==> src/rtl/rx_flow_pkg.sv <==
package rx_flow_pkg;
  localparam int THR_W = 6;
  localparam int LVL_W = 7;
  localparam int HYST  = 4;

  typedef struct packed {
    logic trigHit;
    logic flowHit;
    logic flowRelease;
    logic flowEnable;
  } cmpStrobe_t;
endpackage

==> src/rtl/rx_flow_datapath.sv <==
module rx_flow_datapath
  import rx_flow_pkg::*;
#(
  parameter int ThrW  = THR_W,
  parameter int LvlW  = LVL_W,
  parameter int Hyst  = HYST
) (
  input  logic            clk,
  input  logic            rstN,
  input  logic [LvlW-1:0] fifoLevel,
  input  logic            trigWrEn,
  input  logic [ThrW-1:0] trigWrData,
  input  logic            flowWrEn,
  input  logic [ThrW-1:0] flowWrData,
  output cmpStrobe_t      strobes
);
  localparam int CmpW = LvlW + 1;

  logic [ThrW-1:0] trigLevelQ;
  logic [ThrW-1:0] flowLevelQ;
  logic [CmpW-1:0] levelExt;
  logic [CmpW-1:0] trigExt;
  logic [CmpW-1:0] flowExt;

  always_ff @(posedge clk or negedge rstN) begin
    if (!rstN) begin
      trigLevelQ <= '0;
      flowLevelQ <= '0;
    end else begin
      if (trigWrEn) trigLevelQ <= trigWrData;
      if (flowWrEn) flowLevelQ <= flowWrData;
    end
  end

  always_comb begin
    levelExt = CmpW'(fifoLevel);
    trigExt  = CmpW'(trigLevelQ);
    flowExt  = CmpW'(flowLevelQ);
    strobes.trigHit     = (trigLevelQ != '0) && (levelExt >= trigExt);
    strobes.flowEnable  = (flowExt >= CmpW'(Hyst));
    strobes.flowHit     = strobes.flowEnable && (levelExt >= flowExt);
    strobes.flowRelease = strobes.flowEnable && !strobes.flowHit &&
                          ((levelExt + CmpW'(Hyst)) <= flowExt);
  end

  assert_trig_off_R2: assert property (@(posedge clk) disable iff (!rstN)
    (trigLevelQ == '0) |-> !strobes.trigHit);
  assert_flow_off_R4: assert property (@(posedge clk) disable iff (!rstN)
    (flowLevelQ < ThrW'(Hyst)) |-> (!strobes.flowHit && !strobes.flowRelease));
endmodule

==> src/rtl/rx_flow_control.sv <==
module rx_flow_control
  import rx_flow_pkg::*;
(
  input  logic       clk,
  input  logic       rstN,
  input  cmpStrobe_t strobes,
  input  logic       flowCtlMode,
  input  logic       swRts,
  output logic       rxTrigFlag,
  output logic       flowDelayFlag,
  output logic       rtsN
);
  logic holdQ;
  logic holdD;

  always_comb begin
    holdD = holdQ;
    if (!flowCtlMode || !strobes.flowEnable) holdD = 1'b0;
    else if (strobes.flowHit)                holdD = 1'b1;
    else if (strobes.flowRelease)            holdD = 1'b0;
  end

  always_ff @(posedge clk or negedge rstN) begin
    if (!rstN) begin
      holdQ         <= 1'b0;
      rxTrigFlag    <= 1'b0;
      flowDelayFlag <= 1'b0;
      rtsN          <= 1'b1;
    end else begin
      holdQ         <= holdD;
      rxTrigFlag    <= strobes.trigHit;
      flowDelayFlag <= strobes.flowHit;
      rtsN          <= flowCtlMode ? holdD : !swRts;
    end
  end

  assert_rts_drop_R5: assert property (@(posedge clk) disable iff (!rstN)
    (flowCtlMode && strobes.flowHit) |=> (rtsN && flowDelayFlag));
  assert_rts_hold_R6: assert property (@(posedge clk) disable iff (!rstN)
    (flowCtlMode && holdQ && strobes.flowEnable && !strobes.flowRelease) |=> rtsN);
  assert_sw_rts_R7: assert property (@(posedge clk) disable iff (!rstN)
    !flowCtlMode |=> (rtsN == !$past(swRts)));
endmodule

==> src/rtl/rx_flow_ctrl.sv <==
module rx_flow_ctrl
  import rx_flow_pkg::*;
#(
  parameter int ThrW = THR_W,
  parameter int LvlW = LVL_W
) (
  input  logic            clk,
  input  logic            rstN,
  input  logic [LvlW-1:0] fifoLevel,
  input  logic            trigWrEn,
  input  logic [ThrW-1:0] trigWrData,
  input  logic            flowWrEn,
  input  logic [ThrW-1:0] flowWrData,
  input  logic            flowCtlMode,
  input  logic            swRts,
  output logic            rxTrigFlag,
  output logic            flowDelayFlag,
  output logic            rtsN
);
  cmpStrobe_t strobes;

  rx_flow_datapath #(.ThrW(ThrW), .LvlW(LvlW), .Hyst(HYST)) dp_i (
    .clk(clk), .rstN(rstN), .fifoLevel(fifoLevel),
    .trigWrEn(trigWrEn), .trigWrData(trigWrData),
    .flowWrEn(flowWrEn), .flowWrData(flowWrData),
    .strobes(strobes)
  );

  rx_flow_control ctl_i (
    .clk(clk), .rstN(rstN), .strobes(strobes),
    .flowCtlMode(flowCtlMode), .swRts(swRts),
    .rxTrigFlag(rxTrigFlag), .flowDelayFlag(flowDelayFlag), .rtsN(rtsN)
  );

  assert_flag_split_R3: assert property (@(posedge clk) disable iff (!rstN)
    (flowDelayFlag && !$past(strobes.trigHit)) |-> !rxTrigFlag);
endmodule

==> config.mk <==
export PLATFORM = sky130hd
export DESIGN_NAME = rx_flow_ctrl
export DESIGN_NICKNAME = d
export VERILOG_FILES = /design/src/rtl/rx_flow_pkg.sv /design/src/rtl/rx_flow_datapath.sv /design/src/rtl/rx_flow_control.sv /design/src/rtl/rx_flow_ctrl.sv
export SDC_FILE = /design/constraint.sdc
export NUM_CORES = 1
export LEC_CHECK = 0
export ABC_CLOCK_PERIOD_IN_PS = 2800
export BUFFER_PORTS_ARGS = -buffer_cell sky130_fd_sc_hd__buf_2
export CAP_MARGIN = 30
export CORE_ASPECT_RATIO = 1.25
export CORE_MARGIN = 3
export CORE_UTILIZATION = 42
export CTS_BUF_LIST = sky130_fd_sc_hd__clkbuf_4 sky130_fd_sc_hd__clkbuf_8 sky130_fd_sc_hd__clkbuf_16
export CTS_CLUSTER_SIZE = 25
export DETAILED_ROUTE_END_ITERATION = 8
export PLACE_DENSITY_LB_ADDON = 0.3
export SLEW_MARGIN = 10
export SYNTH_ARGS = -nofsm -noshare
export SYNTH_HDL_FRONTEND = slang
export SYNTH_SLANG_ARGS = --single-unit
==> constraint.sdc <==
create_clock -name clk -period 2.8 [get_ports clk]
set_input_delay 0 -clock clk [delete_from_list [all_inputs] [get_ports clk]]
set_output_delay 0 -clock clk [all_outputs]
set_load 0.05 [all_outputs]
**Word level (Yosys, flattened, before mapping)**

Index checks and enable logic that the tools add are counted.

- Input bits: 25
- Bits in registers: 16
- Output and inout port bits: 3

- Add/subtract/negate cells: 1
- Order comparisons: 4
- Reduce and logical (&&, ||, !) cells: 10
- Muxes and demuxes: 4

Operator list:

| cell | number |
|---|---|
| 7-bit by 6-bit >= comparator with 1-bit output | 2 |
| 7-bit by 3-bit adder with 8-bit output, second input constant | 1 |
| 8-bit by 6-bit less-or-equal comparator with 1-bit output | 1 |
| 6-bit by 3-bit >= comparator with 1-bit output, second input constant | 1 |
| 6-bit nonzero test | 1 |
| 1-bit logical AND | 4 |
| 1-bit logical NOT | 4 |
| 1-bit two-way mux | 4 |
| 1-bit logical OR | 1 |

**Depth between registers and ports, before layout**

- Depth in word-level cells: 9
- Depth in mapped cells: 8
- Gate-level depth less buffers: 8

**Modules after synthesis**

Synthesis repeated with hierarchy kept, for this count alone.

- Cells, all modules: 114
- Area, all modules: 1068.5 um^2

Modules (own cells, without submodules):

| module | cells each | area an instance (um^2) | instances | sequential area each (um^2) |
|---|---|---|---|---|
| rx_flow_datapath | 104 | 923.4 | 1 | 300.3 |
| rx_flow_control | 10 | 145.1 | 1 | 101.3 |

**Worst setup path before layout**

No wires, ideal clock.

- Path kind: register to register
- Start point: register dp_i.flowLevelQ[5]
- End point: register ctl_i.rtsN
- Period minus slack after synthesis: 1.497 ns
- Required time: 2.709 ns
- Setup slack: 1.303 ns
- Path buffers: 0
- Data arrival time: 1.406 ns
- Stages on the path, launching flop included: 8
- Cells stage by stage: dfrtp_1 -> inv_1 -> ha_1 -> a21o_1 -> a211oi_2 -> a21oi_1 -> o2111ai_2 -> o211ai_1

- Cells in the longest elaborated chain, start to end: 9

RTL lines:

| what | line | text |
|---|---|---|
| start, declared | rx_flow_datapath.sv:20 | `logic [ThrW-1:0] flowLevelQ;` |
| start signal, assigned | rx_flow_datapath.sv:31 | `if (flowWrEn) flowLevelQ <= flowWrData;` |
| 7-bit by 6-bit >= comparator with 1-bit output / 6-bit by 3-bit >= comparator with 1-bit output (equally long branches) | rx_flow_datapath.sv:41, rx_flow_datapath.sv:40 |  |
| 1-bit logical AND | rx_flow_datapath.sv:41 | `strobes.flowHit = strobes.flowEnable && (levelExt >= flowExt);` |
| 1-bit logical NOT | rx_flow_datapath.sv:42 | `strobes.flowRelease = strobes.flowEnable && !strobes.flowHit &&` |
| 1-bit logical AND (2 in a row) | rx_flow_datapath.sv:42 |  |
| 1-bit two-way mux | rx_flow_control.sv:20 | `else if (strobes.flowRelease) holdD = 1'b0;` |
| 1-bit two-way mux | rx_flow_control.sv:19 | `else if (strobes.flowHit) holdD = 1'b1;` |
| 1-bit two-way mux * | rx_flow_control.sv:18 | `if (!flowCtlMode \|\| !strobes.flowEnable) holdD = 1'b0;` |
| 1-bit two-way mux * | rx_flow_control.sv:33 | `rtsN <= flowCtlMode ? holdD : !swRts;` |
| end signal, assigned | rx_flow_control.sv:33 |  |
| end, declared | rx_flow_control.sv:11 | `output logic rtsN` |

Every way passes the cells marked *; elsewhere a longest branch is shown, timed or not.
A chain may end at the register's enable or synchronous reset.

**Worst setup path after layout**

Ends and elaborated chain as after synthesis.

==> flow_summary.yaml <==
power_and_ir_drop:
  p_total_mw: 0.621
  p_comb_share_pct: 32.0
  swShare_pct: 31.5
  seq_power_share_pct: 42.8
  p_sw_mw: 0.196
  p_clk_share_pct: 25.1
  power_density_mw_per_mm2: 445
  ir_drop_mv: 0.326
  p_leak_nw: 0.705
  p_int_mw: 0.425
min_path:
  hold_path.class: "in2reg"
run_status:
  status: "finished, final reports clean"
synth:
  syn_area_per_cell_sq_um: 9.73
  ys_seq_area_share_pct: 39.0
  synthCells: 106
  ys_ff_latch: 16
  synth_nets: 148
  synth_cell_type_count: 27
  yosysWarnings: 0
  netlist_area_sq_mm: 0.00103
route:
  totalWireLength_um: 2220
  first_pass_iters: 4
  drc_errors: 0
  drt_first_iter_violations: 7
  via_per_inst: 5.04
  final_antenna_net_count: 0
  vias: 918
  wire_per_inst_um: 12.2
setup_path:
  crit_start: "dp_i.flowLevelQ[5]$_DFFE_PN0P_"
  worst_ep_arrival_time_ns: 2.44
  crit_type: "reg2reg"
  worstPathMaxFanout: 4
  r2r_cells: 8
  reg2reg_slack_ns: 0.59
  cp-endpoint: "ctl_i.rtsN$_DFF_PN1_"
  endpoint_kind: "flip-flop"
  rr_startpoint: "dp_i.flowLevelQ[5]$_DFFE_PN0P_"
  worst_ep_required_time_ns: 3.03
  worstSetupStartpointType: "flip-flop"
  r2r_end: "ctl_i.rtsN$_DFF_PN1_"
final_layout:
  syn_to_final_growth_pct: 35.2
  drive_above_1_share_pct: 23.8
  register_area_sq_um: 402
  n_antenna_cell: 0
  fillers: 198
  multi_input_area_sq_um: 573
  final_nets: 194
global_routing:
  antenna_found_initial: 0
  grt-ovfl-total: 0
  grtUsageTotal_pct: 17.1
  first_global_vias: 942
  grt_pass1_wl_um: 3950
  grt_max_degree: 17
timing:
  max_clock_freq_mhz: 452
  tightest_slew_ns: 0.355
  drv_slew: 0
  finalSetupViolCount: 0
  slew-limit-headroom_pct: 76.3
  rsz0062_at_grt: "no"
  period_minus_slack_ns: 2.21
  clock_skew_ns: 0.000451
  hold_viol: 0
  setup_tns_ns: 0
  timing.final.crit_share_pct: 79.1
floorplanning:
  rows: 19
  core-area_sq_mm: 0.00226
  die_area_sq_mm: 0.00309
  die_x_um: 50.3
  num_io_pins: 28
  chipHeight_um: 61.4
  start_util_pct: 45.7
clocking:
  insertion_delay_ns: 0.29
  tritoncts: "built"
  clockRootBuffer: "clkbuf_4"
  clock_sinks: 16
  clock_path_buffers: 2
  cts.clk_slew.worst_paths_ns: 0.09
  cts_buffers: 3
  cts_max_level: 1
placed_design:
  hpwl_um: 1750
  gp_congestion: 0.833
  portBuffers: 27
run:
  maxCapViolations: 0
[worst min path at each step]
| stage | startpoint | endpoint | slack (ns) | depth (start not counted) |
|---|---|---|---|---|
| 2_1_floorplan | rstN | ctl_i.flowDelayFlag$_DFF_PN0_ | -0.30 | 0 |
| 3_3_place_gp | rstN | dp_i.flowLevelQ[4]$_DFFE_PN0P_ | -0.07 | 1 |
| 3_5_place_dp | rstN | dp_i.flowLevelQ[4]$_DFFE_PN0P_ | -0.06 | 1 |
| 4_1_cts | trigWrEn | dp_i.trigLevelQ[5]$_DFFE_PN0P_ | 0.004 | 2 |
| 5_1_grt | flowWrEn | dp_i.flowLevelQ[3]$_DFFE_PN0P_ | 0.02 | 2 |
| 6_report | trigWrEn | dp_i.trigLevelQ[5]$_DFFE_PN0P_ | 0.01 | 2 |
[through the flow]
stage | util [%] | cells | hold WS (ns) | setup slack, ns | area (sq um)
after floorplan | - | 106 | -0.296 | 1.30 | 1030
after global placement | 53.0 | 162 | -0.0726 | 1.24 | 1200
after detailed placement | 53.0 | 162 | -0.0610 | 1.18 | 1200
after CTS | 61.7 | 182 | 0.00399 | 0.609 | 1390
after global routing | 61.7 | 182 | 0.0223 | 0.450 | 1390
final | 61.7 | 182 | 0.0104 | 0.586 | 1390
[state kept, by name (all words and copies together), names as in the netlist]
signal               cells
dp_i.flowLevelQ          6
dp_i.trigLevelQ          6
ctl_i.rtsN               1
ctl_i.holdQ              1
ctl_i.flowDelayFlag      1
ctl_i.rxTrigFlag         1
[cell type report]
class                   instances  share of cell area (%)
clock buffers                   4                    2.60
repair buffers                 43                    21.2
inverters                      13                    3.50
well taps                      31                    2.78
flip-flops and latches         16                    28.8
multi-input cells              75                    41.1
[metal layers]
| layer | part of all wire [%] | routed length (um) | track usage (%) |
|---|---|---|---|
| met1 | 44 | 981 | 19.7 |
| met2 | 49 | 1090 | 29.9 |
| met3 | 4.5 | 101 | 3.87 |
| met4 | 2.1 | 46 | 9.23 |
| met5 | 0 | 0 | 0 |
[critical path, cell delays in order, from the launching register on]
cell           delay [ns]
dfrtp_1              0.37
inv_1                0.10
ha_1                 0.25
a21o_1               0.20
a211oi_2             0.22
a21oi_1              0.12
o2111ai_2            0.19
o211ai_1             0.12
dlygate4sd3_1        0.57
[cells in the final DEF, fill, tap and decap left out, types with 2 or more instances in the layout]
cell type / count
ha_1: 17
mux2i_1: 2
nand3_1: 4
dfrtp_1: 15
o211ai_1: 2
nor2b_1: 3
buf_2: 27
dlygate4sd3_1: 16
nand2b_1: 2
inv_1: 13
a211oi_1: 2
a21o_1: 3
nand4_1: 2
a21oi_1: 4
o21ai_0: 10
nand2_1: 12
mux2_2: 2
clkbuf_4: 3
[power groups by stage]
stage	registers, mW	logic (mW)	clock network, mW
after floorplan	0.293	0.0995	0
after global placement	0.270	0.170	0
after detailed placement	0.271	0.180	0
after CTS	0.266	0.201	0.162
after global routing	0.269	0.224	0.173
final	0.266	0.199	0.156
[cell usage after synthesis]
master,instances,area share [%]
mux2_2,2,2.2
a21oi_1,4,1.9
dfrtp_1,15,36
a221oi_1,1,0.85
ha_1,17,21
nand3_1,4,1.9
xor2_1,1,0.85
o21ai_1,1,0.48
nand2b_1,2,1.2
xnor2_1,1,0.85
nor3_1,1,0.48
o211ai_1,2,1.5
o21ai_0,10,4.9
clkbuf_1,2,0.73
a21o_1,3,2.2
nand4_1,2,1.2
nand2_1,12,4.4
o2111ai_1,1,0.85
a211oi_1,2,1.5
a211oi_2,1,1.2
mux2i_1,2,1.9
nor2b_1,3,1.8
inv_1,13,4.7
dfstp_2,1,2.5
or4_1,1,0.73
o2111ai_2,1,1.5
and2_1,1,0.61
[kinds of logic (layout without fill, tap and decap cells)]
kind of cell,Yosys count,in the layout,share of synthesized area (%)
AO/OA/AOI/OAI,26,26,16.7
AND/OR/NAND/NOR,26,26,12.4
adder cells (fa/ha/maj),17,17,20.6
flip-flops,16,16,39.0
buffers and inverters,15,60,5.46
multiplexers,4,4,4.13
XOR/XNOR,2,2,1.70
[repair_timing]
action	CTS	global route
resized for setup	0	0
endpoints found under the hold margin	30	0
hold buffers	16	0
setup endpoints to repair	0	0
setup buffers	0	0
Note: power is estimated with default switching activity, not from simulation.
